$ cat config.mk
export PLATFORM = sky130hd
export DESIGN_NAME = usb_out_chan_seq
export DESIGN_NICKNAME = d
export VERILOG_FILES = /design/src/rtl/usb_out_chan_seq.sv
export SDC_FILE = /design/constraint.sdc
export NUM_CORES = 1
export LEC_CHECK = 0
export CORE_MARGIN = 3
export CORE_UTILIZATION = 41
export CTS_CLUSTER_SIZE = 16
export DETAILED_ROUTE_END_ITERATION = 7
export DONT_BUFFER_PORTS = 1
export PLACE_DENSITY_LB_ADDON = 0.12
export SLEW_MARGIN = 20
export SYNTH_ARGS = -nofsm -noshare
export SYNTH_HDL_FRONTEND = slang
export SYNTH_SLANG_ARGS = --single-unit
$ cat constraint.sdc
create_clock -name clk -period 5.35 [get_ports clk]
set_input_delay 0.8025 -clock clk [delete_from_list [all_inputs] [get_ports clk]]
set_output_delay 0.8025 -clock clk [all_outputs]
set_load 0.1 [all_outputs]
$ cat src/rtl/usb_out_chan_seq.sv
module usb_out_chan_seq #(
  parameter int LEN_W  = 16,
  parameter int PC_W   = 10,
  parameter int MPS_W  = 11,
  parameter int FT_W   = 16,
  parameter int QDEPTH = 4,
  parameter int OVH    = 16
) (
  input  logic                         clk,
  input  logic                         rst_n,
  input  logic                         ch_en,
  input  logic                         ch_dis,
  input  logic [LEN_W-1:0]             cfg_len,
  input  logic [PC_W-1:0]              cfg_pcnt,
  input  logic [MPS_W-1:0]             cfg_mps,
  input  logic                         wr_valid,
  output logic                         wr_ready,
  input  logic [FT_W-1:0]              frame_left,
  output logic                         bus_start,
  output logic [MPS_W-1:0]             bus_len,
  input  logic                         bus_ack,
  input  logic                         bus_nak,
  input  logic [2:0]                   flag_clr,
  output logic [2:0]                   flags,
  output logic                         ch_active,
  output logic [LEN_W-1:0]             len_left,
  output logic [PC_W-1:0]              pcnt_left,
  output logic [$clog2(QDEPTH+1)-1:0]  q_level
);

  localparam int QAW   = (QDEPTH > 1) ? $clog2(QDEPTH) : 1;
  localparam int CW    = $clog2(QDEPTH + 1);
  localparam int CMP_W = ((FT_W > MPS_W) ? FT_W : MPS_W) + 2;

  logic             active, in_flight, start_q;
  logic [LEN_W-1:0] len_q;
  logic [PC_W-1:0]  pcnt_q;
  logic [MPS_W-1:0] fill_q;
  logic [2:0]       flags_q;
  logic [MPS_W-1:0] q_mem [QDEPTH];
  logic [QAW-1:0]   rd_ptr, wr_ptr;
  logic [CW-1:0]    q_cnt;

  logic [MPS_W-1:0] psize, head;
  logic             q_full, q_empty, wr_fire, pkt_done;
  logic             eligible, issue, ack_hit, nak_hit;

  assign q_full   = (q_cnt == CW'(QDEPTH));
  assign q_empty  = (q_cnt == '0);
  assign head     = q_mem[rd_ptr];
  assign psize    = (len_q < LEN_W'(cfg_mps)) ? MPS_W'(len_q) : cfg_mps;

  assign wr_ready = active && !q_full && (len_q != '0);
  assign wr_fire  = wr_valid && wr_ready && !ch_dis;
  assign pkt_done = wr_fire && ((fill_q + MPS_W'(1)) == psize);

  assign eligible = active && !in_flight && !q_empty &&
                    (CMP_W'(frame_left) >= CMP_W'(head) + CMP_W'(OVH));
  assign issue    = eligible && !ch_dis;
  assign ack_hit  = in_flight && bus_ack && !ch_dis;
  assign nak_hit  = in_flight && !bus_ack && bus_nak && !ch_dis;

  always_ff @(posedge clk or negedge rst_n) begin
    if (!rst_n) begin
      active    <= 1'b0;
      in_flight <= 1'b0;
      start_q   <= 1'b0;
      len_q     <= '0;
      pcnt_q    <= '0;
      fill_q    <= '0;
    end else if (ch_dis) begin
      active    <= 1'b0;
      in_flight <= 1'b0;
      start_q   <= 1'b0;
      fill_q    <= '0;
    end else begin
      start_q <= issue;
      if (!active && ch_en) begin
        active <= 1'b1;
        len_q  <= cfg_len;
        pcnt_q <= cfg_pcnt;
        fill_q <= '0;
      end
      if (issue)
        in_flight <= 1'b1;
      else if (ack_hit || nak_hit)
        in_flight <= 1'b0;
      if (ack_hit && pcnt_q != '0)
        pcnt_q <= pcnt_q - PC_W'(1);
      if (wr_fire)
        fill_q <= pkt_done ? '0 : fill_q + MPS_W'(1);
      if (pkt_done)
        len_q <= len_q - LEN_W'(psize);
    end
  end

  always_ff @(posedge clk or negedge rst_n) begin
    if (!rst_n) begin
      rd_ptr <= '0;
      wr_ptr <= '0;
      q_cnt  <= '0;
    end else if (ch_dis) begin
      rd_ptr <= '0;
      wr_ptr <= '0;
      q_cnt  <= '0;
    end else begin
      if (pkt_done)
        wr_ptr <= (wr_ptr == QAW'(QDEPTH - 1)) ? '0 : wr_ptr + QAW'(1);
      if (ack_hit)
        rd_ptr <= (rd_ptr == QAW'(QDEPTH - 1)) ? '0 : rd_ptr + QAW'(1);
      q_cnt <= q_cnt + CW'(pkt_done) - CW'(ack_hit);
    end
  end

  always_ff @(posedge clk)
    if (pkt_done) q_mem[wr_ptr] <= psize;

  always_ff @(posedge clk or negedge rst_n) begin
    if (!rst_n) flags_q <= '0;
    else        flags_q <= (flags_q & ~flag_clr) |
                           {ack_hit && (pcnt_q == PC_W'(1)), nak_hit, ack_hit};
  end

  assign bus_start = start_q;
  assign bus_len   = q_empty ? '0 : head;
  assign flags     = flags_q;
  assign ch_active = active;
  assign len_left  = len_q;
  assign pcnt_left = pcnt_q;
  assign q_level   = q_cnt;

  p_no_overflow_r3: assert property (@(posedge clk) disable iff (!rst_n)
    q_level <= CW'(QDEPTH));

  p_en_ignored_r1: assert property (@(posedge clk) disable iff (!rst_n)
    (ch_active && ch_en && !ch_dis) |=> ch_active);

  p_start_head_r4: assert property (@(posedge clk) disable iff (!rst_n)
    bus_start |-> (q_level != '0));

  p_start_time_r4: assert property (@(posedge clk) disable iff (!rst_n)
    bus_start |-> (CMP_W'($past(frame_left)) >= CMP_W'(bus_len) + CMP_W'(OVH)));

  p_ack_count_r5: assert property (@(posedge clk) disable iff (!rst_n)
    (in_flight && bus_ack && !ch_dis && pcnt_left != '0) |=>
      (pcnt_left == $past(pcnt_left) - PC_W'(1)));

  p_nak_keep_r6: assert property (@(posedge clk) disable iff (!rst_n)
    (in_flight && !bus_ack && bus_nak && !ch_dis) |=>
      (pcnt_left == $past(pcnt_left) && q_level >= $past(q_level)));

  p_done_flag_r7: assert property (@(posedge clk) disable iff (!rst_n)
    $rose(flags[2]) |-> (pcnt_left == '0));

  p_disable_idle_r9: assert property (@(posedge clk) disable iff (!rst_n)
    ch_dis |=> (!ch_active && q_level == '0 && !bus_start));

endmodule

==> Word level (Yosys, flattened, before mapping) <==
Memory sizes are Yosys's and may differ from the RTL's.
Index checks and enable logic that the tools add are counted.
{ "op_classes": {"n_mul": 0, "magnitude_cmp": 2, "add_sub_neg": 8, "reduce_logical": 36, "muxes": 25, "div": 0, "bitwise_logic": 4, "shifts": 0, "n_eq_ne": 5} }
{ "op_table": {"columns": ["cell", "n"], "rows": [
  ["11-bit two-way mux", 6],
  ["16-bit two-way mux", 2],
  ["10-bit two-way mux", 2],
  ["1-bit logical AND", 17],
  ["16-bit by 12-bit greater-or-equal comparator with 1-bit output", 1],
  ["16-bit by 11-bit < comparator with 1-bit output", 1],
  ["16-bit nonzero test", 1],
  ["16-bit by 11-bit subtractor with 16-bit output", 1],
  ["11-bit by 5-bit adder with 12-bit output (second input constant)", 1],
  ["2-bit two-way mux", 6],
  ["11-bit by 1-bit adder with 11-bit output (second input constant)", 1],
  ["11-bit equality test", 1],
  ["10-bit by 1-bit equality test with 1-bit output (second input constant)", 1],
  ["10-bit nonzero test", 1],
  ["2-bit nonzero test", 5],
  ["10-bit by 1-bit subtractor with 10-bit output (second input constant)", 1],
  ["1-bit two-way mux", 8],
  ["1-bit logical NOT", 6],
  ["3-bit nonzero test", 2],
  ["2-bit by 1-bit adder with 2-bit output (second input constant)", 2],
  ["2-bit equality test (second input constant)", 2],
  ["2-bit AND reduction", 2],
  ["3-bit by 1-bit adder with 3-bit output", 1],
  ["3-bit AND", 1],
  ["8 further kinds", 8]
]} }
{ "word_totals": {"latch_bits": 0, "in_bits": 63, "out_inout_bits": 46, "memories": 1, "ramBits": 44, "reg_bits": 50, "mem_bits_ro": 0} }
{ "mem_list": {"columns": ["name", "words", "word_bits", "rd", "rd_ports_with_merged_regs", "write_ports", "line", "source"], "rows": [
  ["q_mem", 4, 11, 1, 0, 1, "40", "logic [MPS_W-1:0] q_mem [QDEPTH];"]
]} }

==> Depth between registers and ports, before layout <==
{ "depth": {"depth_word": 10, "mapped_depth": 21} }

==> Least setup slack after synthesis <==
No wires, ideal clock.
{ "synth_timing": {"kind": "register to register", "start": "reg len_q[1], in the netlist len_left[1]", "end": "reg q_cnt[2], in the netlist q_level[2]", "stages_incl_launch_ff": 19, "required_ns": 5.218, "setup_slack_ns": -0.905, "t_arrival_ns": 6.123, "cell_sequence": "dfrtp_1 -> nor4_1 -> nand4_1 -> nor4_1 -> a211oi_1 -> nand2_1 -> or2_2 -> buf_1 -> nor4_4 -> buf_6 -> buf_4 -> inv_1 -> ha_1 -> inv_1 -> ha_1 -> inv_1 -> fa_1 -> xnor2_1 -> nor2_1"} }
{ "synth_via": {"elab_chain_len": 8, "word_cells_on_any_way": 11} }
{ "synth_rtl": {"columns": ["element", "line", "source"], "rows": [
  ["start, declared", "36", "logic [LEN_W-1:0] len_q;"],
  ["start signal, assigned", "80", "len_q <= cfg_len;"],
  ["start signal, assigned", "93", "len_q <= len_q - LEN_W'(psize);"],
  ["16-bit nonzero test", "53", "assign wr_ready = active && !q_full && (len_q != '0);"],
  ["1-bit logical AND", "53", null],
  ["net wr_ready", "17", "output logic wr_ready,"],
  ["1-bit logical AND (2 in series)", "54", "assign wr_fire = wr_valid && wr_ready && !ch_dis;"],
  ["1-bit logical AND", "55", "assign pkt_done = wr_fire && ((fill_q + MPS_W'(1)) == psize);"],
  ["3-bit by 1-bit adder with 3-bit output", "111", "q_cnt <= q_cnt + CW'(pkt_done) - CW'(ack_hit);"],
  ["3-bit by 1-bit subtractor with 3-bit output", "111", null],
  ["3-bit two-way mux", "102", "end else if (ch_dis) begin"],
  ["end signal, assigned", "111", null],
  ["end, declared", "42", "logic [CW-1:0] q_cnt;"]
]} }
The timed path passes the listed nets, and every way through them passes these cells.
A chain may end at the register's enable or synchronous reset.

==> Worst setup path after layout <==
{ "layout_timing": {"start": "reg len_q[0], in the netlist len_left[0]", "end": "reg len_q[12], in the netlist len_left[12]"} }
{ "layout_via": {"word_cells_on_any_way": 12} }
{ "layout_lines": {"columns": ["element", "line", "source"], "rows": [
  ["16-bit by 11-bit < comparator with 1-bit output", "51", "assign psize = (len_q < LEN_W'(cfg_mps)) ? MPS_W'(len_q) : cfg_mps;"],
  ["11-bit two-way mux (*)", "51", null],
  ["net psize[0]", "44", "logic [MPS_W-1:0] psize, head;"],
  ["branches (longest 4 deep; another with 16-bit by 11-bit subtractor with 16-bit output)", null, null]
]} }
Mark *: on every way through the listed nets, which the timed path passes.

==> run_results.csv <==
group,metric,value,unit
logic_synthesis,yosysMostFrequentCell,"dfrtp_1",
sta,drv_slew,0,
detailed_routing,wl_per_cell,18.3,um
logic_synthesis,synth_seq_area_share,44.0,%
critical_path,regToRegStartpoint,"len_left[0]$_DFFE_PN0P_",
sta,fmaxAchievable,221,MHz
clocking,hold_buffers,0,
logic_synthesis,yosysTopAreaCell,"edfxtp_1",
clocking,path_clk_slew,0.07,ns
sta,fin_crit_sh,84.5,%
clocking,cts_root_buf,"clkbuf_16",
cells_and_area,layout.nets,690,
sta,worst_slew_pin_slew,1.12,ns
floorplan,placementRows,43,
global_route,grt_first_pass_wirelength,23.1,mm
sta,fin_skew,0.00946,ns
logic_synthesis,synth_area,0.00585,sq mm
global_route,grt_pass1_vias,4443,
cells_and_area,area_growth,12.5,%
logic_synthesis,ys.flop_type,"dfrtp_1",
pwr,leakagePower,0.00285,uW
floorplan,dieArea,0.0157,sq mm
clocking,clkSinkCount,94,
hold_path,hold_path.class,"in2async",
critical_path,crit_arrival,4.76,ns
cells_and_area,fill_cells,1296,
critical_path,critPathRequiredTime,5.58,ns
sta,layout_min_cycle_time,4.52,ns
clocking,clk_latency,0.34,ns
job,cap_violations,0,
detailed_routing,vias,4284,
logic_synthesis,synth_edf_count,44,
critical_path,critPathCaptureType,"flop",
pwr,power.density,328,mW/mm^2
detailed_routing,ant_nets,0,
floorplan,initial_core_util,42.0,%
sta,setup_tns,0,ns
sta,max_slew_margin,25.4,%
critical_path,cp-startpoint,"len_left[0]$_DFFE_PN0P_",
floorplan,die_w,125,um
floorplan,die_height,125,um
critical_path,crit_fanout,6,
clocking,ctsResizeCount,0,
logic_synthesis,syn_area_per_cell,10.5,sq um
sta,setup_violations,0,
logic_synthesis,syn_nets,666,
logic_synthesis,synth_top_area_share,22.6,%
global_route,antenna_found_initial,0,
logic_synthesis,synth_common_cells,"50 x dfrtp_1, 49 x nor2_1, 46 x inv_1",
detailed_routing,wl,14.0,mm
detailed_routing,vias_per_cell,5.59,
sta,fin_ws,0.828,ns
logic_synthesis,synth_area_leaders,"edfxtp_1 23%, dfrtp_1 21%, ha_1 9.4%",
detailed_routing,drtPass1Iterations,5,
sta,finalHoldViolCount,0,
floorplan,io_pins,109,
critical_path,worstSetupPathType,"reg2reg",
clocking,clockBufferDepth,2,
floorplan,core-area,0.0139,sq mm
critical_path,cp-start-kind,"flop",
cells_and_area,final_util,47.2,%
clocking,post_cts_buffers,0,
logic_synthesis,postSynthCellCount,557,
logic_synthesis,postSynth.asyncResetShare,53.2,%
logic_synthesis,synth_cell_types,62,
detailed_routing,drc_errors,0,
clocking,htree_levels,3,
pwr,irDropWorstVdd,0.213,mV
clocking,cts_tree,"built",
placement,io_buffers,0,
cells_and_area,antennaDiodeCount,0,
sta,rsz0062_at_grt,"no",
global_route,grt_overflow_total,0,
pwr,p_total,2160,uW
clocking,cts_buffers,9,
status,status,"completed",
cells_and_area,drive_gt1_share,14.5,%
placement,dp_slack,0.558,ns
global_route,grt_max_degree,51,
critical_path,r2r_cells,17,
logic_synthesis,yosys_warnings,0,
detailed_routing,drt_iter0_markers,182,
placement,place_congestion,0.815,
global_route,track_usage,18.2,%
logic_synthesis,ys_ff_latch,94,
placement,dp_hpwl,10.6,mm
cells by family (layout without fill, tap and decap cells):
| logic type | Yosys count | after routing | synth area share (%) |
|---|---|---|---|
| AOI/OAI and AO/OA | 116 | 116 | 13.5 |
| xor gates and xnor gates | 31 | 31 | 4.64 |
| adders and majority gates | 46 | 46 | 10.1 |
| buffers and inverters | 61 | 90 | 4.41 |
| DFF | 94 | 94 | 44.0 |
| muxes | 25 | 25 | 7.23 |
| and+or+nand+nor | 184 | 184 | 16.2 |
sequential cells by signal, indices dropped and copies added (netlist names):
| signal | count |
|---|---|
| ch_active | 1 |
| wr_ptr | 2 |
| pcnt_left | 10 |
| in_flight | 1 |
| flags | 3 |
| fill_q | 11 |
| bus_start | 1 |
| len_left | 16 |
| q_level | 3 |
| q_mem | 44 |
| rd_ptr | 2 |
cell usage in the layout (no fill, tap or decap), drive strengths merged, types with 3 or more instances in the layout:
cell and count:
nand3b 3, and3 7, buf 28, o211ai 6, nand3 20, a31oi 10
or2 3, o21a 5, mux4 11, ha 44, or4 4, xor2 8
nor2 49, and2 5, nand2 39, nor2b 16, clkbuf 10, a21o 16
a22o 10, dfrtp 50, o21ai 21, a32o 3, mux2i 12, nor3 16
inv 48, nor3b 4, edfxtp 44, xnor2 23, a21oi 26, a221o 3
nand4 5, nor4 5
final cells by class:
class	count	area, sq um	area share [%]
Multi-Input combinational cell	402	3080	46.8
Sequential cell	94	2570	39.1
Clock buffer	10	229	3.48
Tap cell	180	225	3.42
Timing Repair Buffer	28	210	3.19
Inverter	46	173	2.62
Clock inverter	6	93.8	1.43
metrics by stage:
step | hold WS, ns | cell area, sq um | std cells
floorplan | 0.461 | 5860 | 557
global placement | 0.480 | 6250 | 750
detailed placement | 0.490 | 6250 | 750
CTS | 0.133 | 6570 | 766
global route | 0.125 | 6580 | 766
finish | 0.152 | 6580 | 766
worst max-delay path, stage by stage, from the launching register on:
cell and delay, ns:
dfrtp_1 0.46, buf_4 0.34, nor3b_1 0.10, o21ai_1 0.17, a21oi_1 0.09, o21ai_2 0.39
mux2_2 0.46, ha_1 0.23, fa_1 0.41, nor2b_1 0.12, o21ai_0 0.11, a21boi_0 0.25
o21ai_0 0.15, a21oi_1 0.29, nand4_1 0.12, and4_1 0.22, mux2_2 0.27, o221a_2 0.24
path summary, 6_finish.rpt:
path | end | slack, ns
max | len_left[12]$_DFFE_PN0P_ | 0.83
min | flags[1]$_DFF_PN0_ | 0.15
max reg2reg | len_left[12]$_DFFE_PN0P_ | 0.83
min reg2reg | fill_q[10]$_DFFE_PN0P_ | 0.50
max in group asynchronous | fill_q[8]$_DFFE_PN0P_ | 5.09
min in group clk | fill_q[10]$_DFFE_PN0P_ | 0.50
power by group:
| group | total (uW) | internal, uW | switching [uW] |
|---|---|---|---|
| logic | 523 | 164 | 359 |
| clock network | 694 | 414 | 280 |
| registers | 942 | 792 | 149 |
| total | 2160 | 1370 | 789 |
metal layers:
metal / part of all wire [%] / global-route usage, % / up-vias
li1: - / - / 2077
met1: 43 / 23.3 / 2091
met2: 50 / 31.0 / 101
met3: 5.3 / 4.53 / 15
met4: 1.4 / 4.91 / 0
met5: 0 / 0 / -
Power figures use the tool's default switching activity.
